--- config.mk ---
export PLATFORM = sky130hd
export DESIGN_NAME = pwm_cmp_chan
export DESIGN_NICKNAME = d
export VERILOG_FILES = /design/src/rtl/pwm_cmp_pkg.sv /design/src/rtl/pwm_cmp_store.sv /design/src/rtl/pwm_cmp_detect.sv /design/src/rtl/pwm_cmp_wave.sv /design/src/rtl/pwm_cmp_chan.sv
export SDC_FILE = /design/constraint.sdc
export NUM_CORES = 1
export LEC_CHECK = 0
export ABC_CLOCK_PERIOD_IN_PS = 4400
export BUFFER_PORTS_ARGS = -buffer_cell sky130_fd_sc_hd__buf_2
export CAP_MARGIN = 20
export CORE_MARGIN = 5
export CORE_UTILIZATION = 54
export CTS_CLUSTER_DIAMETER = 200
export CTS_CLUSTER_SIZE = 40
export DETAILED_ROUTE_END_ITERATION = 8
export PLACE_DENSITY = 0.86
export SYNTH_ARGS = -nofsm -noshare
export SYNTH_HDL_FRONTEND = slang
export SYNTH_SLANG_ARGS = --single-unit
--- constraint.sdc ---
create_clock -name clk -period 4.4 [get_ports clk]
set_input_delay 0.22 -clock clk [delete_from_list [all_inputs] [get_ports clk]]
set_output_delay 0.22 -clock clk [all_outputs]
set_load 0.02 [all_outputs]
--- src/rtl/pwm_cmp_pkg.sv ---
// Package: types shared by the compare channel modules.
// Assumes: nothing beyond the standard language.
package pwm_cmp_pkg;

    // Waveform style selected by toggle_mode_i.
    typedef enum logic {
        WAVE_LEVEL  = 1'b0,
        WAVE_TOGGLE = 1'b1
    } wave_style_e;

    // Level-style event produced by the detector.
    typedef struct packed {
        logic up_hit;
        logic down_hit;
    } lvl_evt_t;

endpackage

--- src/rtl/pwm_cmp_store.sv ---
// Module: holds the write buffer and the active compare value.
// A write is direct when buffering is off or the timer is stopped.
// Otherwise the buffer moves to the active value on xfer_i.
// Assumes: xfer_i is already qualified by the running timer.
module pwm_cmp_store #(
    parameter int W = 16
) (
    input  logic         clk,
    input  logic         rst_n,
    input  logic         direct_i,
    input  logic         xfer_i,
    input  logic         wr_en_i,
    input  logic [W-1:0] wr_data_i,
    output logic [W-1:0] active_o
);

    logic [W-1:0] shadow_q;
    logic [W-1:0] active_q;

    // Update the buffer and the active value from writes and transfer events.
    always_ff @(posedge clk) begin
        if (!rst_n) begin
            shadow_q <= '0;
            active_q <= '0;
        end else begin
            if (xfer_i && !direct_i) begin
                active_q <= shadow_q;
            end
            if (wr_en_i) begin
                shadow_q <= wr_data_i;
                if (direct_i) begin
                    active_q <= wr_data_i;
                end
            end
        end
    end

    assign active_o = active_q;

endmodule

--- src/rtl/pwm_cmp_detect.sv ---
// Module: compares the count with the active value.
// Produces:
// - the match pulse;
// - the buffer transfer event;
// - the level-style up/down events.
// A match at count 0 is treated as up-counting and a match at the period as
// down-counting.
// A count at the period with an active value at or above it also gives a
// down event, so large duty values stay flat.
// Assumes: prd_i is the top of the up/down count.
module pwm_cmp_detect
    import pwm_cmp_pkg::*;
#(
    parameter int W = 16
) (
    input  logic         run_i,
    input  logic         cmp_en_i,
    input  logic         xfer_sel_i,
    input  logic         dir_down_i,
    input  logic [W-1:0] cnt_i,
    input  logic [W-1:0] prd_i,
    input  logic [W-1:0] active_i,
    output logic         match_o,
    output logic         xfer_o,
    output lvl_evt_t     evt_o
);

    logic at_zero;
    logic at_top;
    logic top_hold;

    // Decode count positions and the saturation case.
    always_comb begin
        at_zero  = (cnt_i == '0);
        at_top   = (cnt_i == prd_i);
        top_hold = run_i && cmp_en_i && at_top && (active_i >= prd_i);
    end

    // Match pulse and transfer event.
    always_comb begin
        match_o = run_i && cmp_en_i && (cnt_i == active_i);
        xfer_o  = run_i && (xfer_sel_i ? at_top : at_zero);
    end

    // Level-style event by effective count direction.
    always_comb begin
        evt_o.down_hit = top_hold || (match_o && dir_down_i && !at_zero);
        evt_o.up_hit   = match_o && !top_hold && !evt_o.down_hit;
    end

endmodule

--- src/rtl/pwm_cmp_wave.sv ---
// Module: output level register and pin mux.
// Compare off: the level holds and can be written.
// Level style: events drive fixed levels, chosen by the polarity bit.
// Toggle style: matches (own, plus peer when paired) flip the level.
// Assumes: the events come from pwm_cmp_detect in the same cycle.
module pwm_cmp_wave
    import pwm_cmp_pkg::*;
(
    input  logic     clk,
    input  logic     rst_n,
    input  logic     cmp_en_i,
    input  logic     toggle_mode_i,
    input  logic     reverse_i,
    input  logic     match_i,
    input  logic     peer_match_i,
    input  lvl_evt_t evt_i,
    input  logic     lvl_wr_i,
    input  logic     lvl_wdata_i,
    input  logic     out_en_i,
    input  logic     safe_lvl_i,
    output logic     lvl_o,
    output logic     pin_o
);

    wave_style_e style;
    logic        level_q;

    assign style = wave_style_e'(toggle_mode_i);

    // Advance the output level for the selected style.
    always_ff @(posedge clk) begin
        if (!rst_n) begin
            level_q <= 1'b0;
        end else if (!cmp_en_i) begin
            if (lvl_wr_i) begin
                level_q <= lvl_wdata_i;
            end
        end else if (style == WAVE_TOGGLE) begin
            if (match_i || (reverse_i && peer_match_i)) begin
                level_q <= !level_q;
            end
        end else begin
            if (evt_i.down_hit) begin
                level_q <= reverse_i;
            end else if (evt_i.up_hit) begin
                level_q <= !reverse_i;
            end
        end
    end

    // Hand the pin to the safe level when the output is disabled.
    always_comb begin
        lvl_o = level_q;
        pin_o = out_en_i ? level_q : safe_lvl_i;
    end

endmodule

--- src/rtl/pwm_cmp_chan.sv ---
// Module: top of the buffered PWM compare channel.
// It ties together the value store, the match detector, the waveform stage
// and the sticky match flag.
// Assumes: the count, the direction and run come from one shared timer.
module pwm_cmp_chan
    import pwm_cmp_pkg::*;
#(
    parameter int W = 16
) (
    input  logic         clk,
    input  logic         rst_n,
    input  logic [W-1:0] cnt_i,
    input  logic [W-1:0] prd_i,
    input  logic         dir_down_i,
    input  logic         run_i,
    input  logic         cmp_en_i,
    input  logic         buf_dis_i,
    input  logic         xfer_sel_i,
    input  logic         toggle_mode_i,
    input  logic         reverse_i,
    input  logic         wr_en_i,
    input  logic [W-1:0] wr_data_i,
    output logic [W-1:0] rd_data_o,
    input  logic         lvl_wr_i,
    input  logic         lvl_wdata_i,
    output logic         lvl_o,
    input  logic         out_en_i,
    input  logic         safe_lvl_i,
    output logic         pin_o,
    input  logic         peer_match_i,
    output logic         match_o,
    input  logic         flag_clr_i,
    output logic         flag_o
);

    logic [W-1:0] active;
    logic         direct;
    logic         xfer;
    logic         hit;
    lvl_evt_t     evt;
    logic         flag_q;

    assign direct = buf_dis_i || !run_i;

    pwm_cmp_store #(.W(W)) store_i (
        .clk       (clk),
        .rst_n     (rst_n),
        .direct_i  (direct),
        .xfer_i    (xfer),
        .wr_en_i   (wr_en_i),
        .wr_data_i (wr_data_i),
        .active_o  (active)
    );

    pwm_cmp_detect #(.W(W)) detect_i (
        .run_i      (run_i),
        .cmp_en_i   (cmp_en_i),
        .xfer_sel_i (xfer_sel_i),
        .dir_down_i (dir_down_i),
        .cnt_i      (cnt_i),
        .prd_i      (prd_i),
        .active_i   (active),
        .match_o    (hit),
        .xfer_o     (xfer),
        .evt_o      (evt)
    );

    pwm_cmp_wave wave_i (
        .clk           (clk),
        .rst_n         (rst_n),
        .cmp_en_i      (cmp_en_i),
        .toggle_mode_i (toggle_mode_i),
        .reverse_i     (reverse_i),
        .match_i       (hit),
        .peer_match_i  (peer_match_i),
        .evt_i         (evt),
        .lvl_wr_i      (lvl_wr_i),
        .lvl_wdata_i   (lvl_wdata_i),
        .out_en_i      (out_en_i),
        .safe_lvl_i    (safe_lvl_i),
        .lvl_o         (lvl_o),
        .pin_o         (pin_o)
    );

    // Sticky match flag; a set beats a clear in the same cycle.
    always_ff @(posedge clk) begin
        if (!rst_n) begin
            flag_q <= 1'b0;
        end else if (hit) begin
            flag_q <= 1'b1;
        end else if (flag_clr_i) begin
            flag_q <= 1'b0;
        end
    end

    assign rd_data_o = active;
    assign match_o   = hit;
    assign flag_o    = flag_q;

endmodule

==> impl_metrics.env <==
export IMPL_antennaDiodeCount=0
export IMPL_peakVddDrop_mv=0.249
export IMPL_cts_sinks=34
export IMPL_netlist_area_mm2=0.00228
export IMPL_die_area_mm2=0.00563
export IMPL_grt_setup_unrepaired="no"
export IMPL_ys_flop_type="dfxtp_1"
export IMPL_syn_inst=256
export IMPL_die_h_um=75.0
export IMPL_p_sw_w=0.000242
export IMPL_fin_area_mm2=0.00283
export IMPL_clock_fmax_mhz=452
export IMPL_post_synth_top_area_fraction=0.298
export IMPL_cp_data_arrival_time_ps=2400
export IMPL_post_route_min_period_ps=2210
export IMPL_cap_violations=0
export IMPL_postRouteAntennaNets=0
export IMPL_synth_commonest_cells="34 x dfxtp_1, 33 x mux2i_1, 31 x xor2_1"
export IMPL_nNetsFinal=418
export IMPL_dp_slack_ps=2190
export IMPL_grtUsageTotal=0.223
export IMPL_worstSetupPathType="flip-flop to flip-flop"
export IMPL_min_path_type="input pin to flip-flop"
export IMPL_grt_pass1_vias=2195
export IMPL_hold_depth=3
export IMPL_rows=23
export IMPL_vias=2196
export IMPL_routed_wl_mm=6.27
export IMPL_p_seq_frac=0.433
export IMPL_run_status="finished, final reports clean"
export IMPL_tns_ps=0
export IMPL_cts_tree="yes"
export IMPL_end_kind="flip-flop"
export IMPL_reg2reg_depth=8
export IMPL_pwr_share_comb=0.239
export IMPL_reg2reg_slack_ps=2190
export IMPL_cts_setup_buffers=0
export IMPL_yosys_register_bits=34
export IMPL_synth_area_per_cell_um2=8.92
export IMPL_swShare=0.298
export IMPL_drcViolationCount=0
export IMPL_p_per_area_mw_per_mm2=287
export IMPL_yosys_warnings=0
export IMPL_fin_crit_sh=0.503
export IMPL_internal_power_w=0.000570
export IMPL_worst_path_max_fanout=4
export IMPL_setup_slack_ps=2190
export IMPL_clk_pin_slew_worst_paths_ps=60
export IMPL_first_pass_iters=4
export IMPL_dieWidth_um=75.0
export IMPL_top_layer="met4"
export IMPL_antenna_found_initial=0
export IMPL_hold_buffers=0
export IMPL_finalSetupViolations=0
export IMPL_placed_cell_area_mm2=0.00272
export IMPL_dp_hpwl_mm=4.88
export IMPL_port_buffers=83
export IMPL_first_iter_violations=111
export IMPL_gp_congestion=0.972
export IMPL_grt_start_max_net_pins=33
export IMPL_final_hold_viol_count=0
export IMPL_drive_above_1_share=0.292
export IMPL_clk_latency_ps=290
export IMPL_area_delta_synth_final_pct=23.7
export IMPL_power_frac_clock=0.328
export IMPL_synth_edff_count=0
export IMPL_synthTopCellsByArea="dfxtp_1 30%, mux2i_1 14%, xor2_1 12%, ha_1 8.8%, a21oi_1 4.6%"
export IMPL_critPathLaunch="store_i.active_o[5]$_SDFF_PN0_"
export IMPL_grt_pass1_wl_mm=9.65
export IMPL_initial_core_util=0.563
export IMPL_wl_per_cell_um=16.1
export IMPL_yosysTopAreaCell="dfxtp_1"
export IMPL_ys_types=38
export IMPL_wl_met1_mm=2.55
export IMPL_endpoint="wave_i.lvl_o$_SDFFE_PN0P_"
export IMPL_coreArea_mm2=0.00406
export IMPL_max_slew_margin_rel=0.403
export IMPL_dr_wl_met3_um=535
export IMPL_overflow=0
export IMPL_p_leak_nw=1.42
export IMPL_r2r_end="wave_i.lvl_o$_SDFFE_PN0P_"
export IMPL_htreeDepth=2
export IMPL_slew_violations=0
export IMPL_ys_seq_area_frac=0.298
export IMPL_io_pins=84
export IMPL_wl_met2_mm=2.98
export IMPL_r2r_start="store_i.active_o[5]$_SDFF_PN0_"
export IMPL_synthesis_nets=336
export IMPL_start_kind="flip-flop"
export IMPL_post_drt_via_cell_ratio=5.65
export IMPL_crit_required_ps=4590
export IMPL_synth_most_common_cell="dfxtp_1"
export IMPL_tightest_slew_ps=893
export IMPL_cts_buffer_depth=2
export IMPL_cts_root_buf="clkbuf_8"
export IMPL_async_flop_share=0
export IMPL_ctsResizeCount=0
export IMPL_finClkSkew_ps=4.64
export IMPL_numCtsBuffers=5
[metal layers]
layer | up-vias | track usage
li1 | 1084 | -
met1 | 989 | 0.269
met2 | 100 | 0.386
met3 | 23 | 0.0414
met4 | 0 | 0.0988
met5 | - | 0
[registers in the layout (all words and copies together), names as in the netlist]
| register | cells |
|---|---|
| store_i.shadow_q | 16 |
| store_i.active_o | 16 |
| flag_o | 1 |
| wave_i.lvl_o | 1 |
[how the worst min path moves through the flow]
| stage | from | end |
|---|---|---|
| after floorplan | rst_n | store_i.active_o[0]$_SDFF_PN0_ |
| after CTS | wr_data_i[1] | store_i.shadow_q[1]$_SDFFE_PN0P_ |
| after global placement | flag_o$_SDFFE_PN0P_ | flag_o$_SDFFE_PN0P_ |
| after detailed placement | wr_data_i[1] | store_i.shadow_q[1]$_SDFFE_PN0P_ |
| final | wr_data_i[11] | store_i.shadow_q[11]$_SDFFE_PN0P_ |
| after global routing | wr_data_i[12] | store_i.shadow_q[12]$_SDFFE_PN0P_ |
[metrics by stage]
| stage | util | std cells | hold slack, ps | total power [W] |
|---|---|---|---|---|
| after floorplan | - | 256 | 358 | 0.000467 |
| after CTS | 0.697 | 389 | 181 | 0.000814 |
| after detailed placement | 0.669 | 381 | 479 | 0.000549 |
| final | 0.697 | 389 | 185 | 0.000812 |
| after global routing | 0.697 | 389 | 204 | 0.000852 |
| after global placement | 0.669 | 381 | 467 | 0.000543 |
[worst max-delay path, cell delays in order (launching register included)]
cell	delay, ps
dfxtp_1	420
ha_1	300
a211o_1	260
a31oi_1	150
o21ai_1	90
a21o_1	180
a211oi_1	320
nor3_1	110
a211oi_1	280
[cells by family after synthesis]
kind of cell               count (synthesis)  share of synthesized area
muxes                                     35                      0.156
xor gates and xnor gates                  32                      0.126
DFF                                       34                      0.298
adders and majority gates                 16                     0.0876
and+or+nand+nor                           59                      0.150
AOI/OAI and AO/OA                         52                      0.130
buffers and inverters                     28                     0.0531
[cell usage in the layout (no fill, tap or decap), types with 2 or more instances in the layout]
master,netlist,final
inv_1,19,19
mux2i_1,33,33
a211o_1,2,2
nand4_1,3,3
nor3_1,5,5
and4_1,2,2
a21o_1,2,2
o21ai_0,17,17
ha_1,16,16
a21oi_1,21,21
buf_2,0,83
a211oi_1,2,2
xor2_1,31,31
nand2_1,4,4
a31oi_1,2,2
nor2_1,20,20
nor4_1,13,13
nand3_1,3,3
dfxtp_1,34,34
o211ai_1,2,2
clkbuf_8,0,8
[area by class of cell]
class / instances / area [um2]
Timing Repair Buffer: 83 / 415
Multi-Input combinational cell: 194 / 1480
Clock buffer: 8 / 110
Sequential cell: 34 / 681
Tap cell: 50 / 62.6
Fill cell: 333 / 1230
Inverter: 20 / 75.1
[power by group through the flow]
stage	combinational, W	clock, W	sequential, W
2_1_floorplan	0.000102	0	0.000365
3_3_place_gp	0.000186	0	0.000356
3_5_place_dp	0.000192	0	0.000358
4_1_cts	0.000194	0.000269	0.000351
5_1_grt	0.000214	0.000284	0.000354
6_report	0.000194	0.000266	0.000352
(Power assumes the default switching activity.)
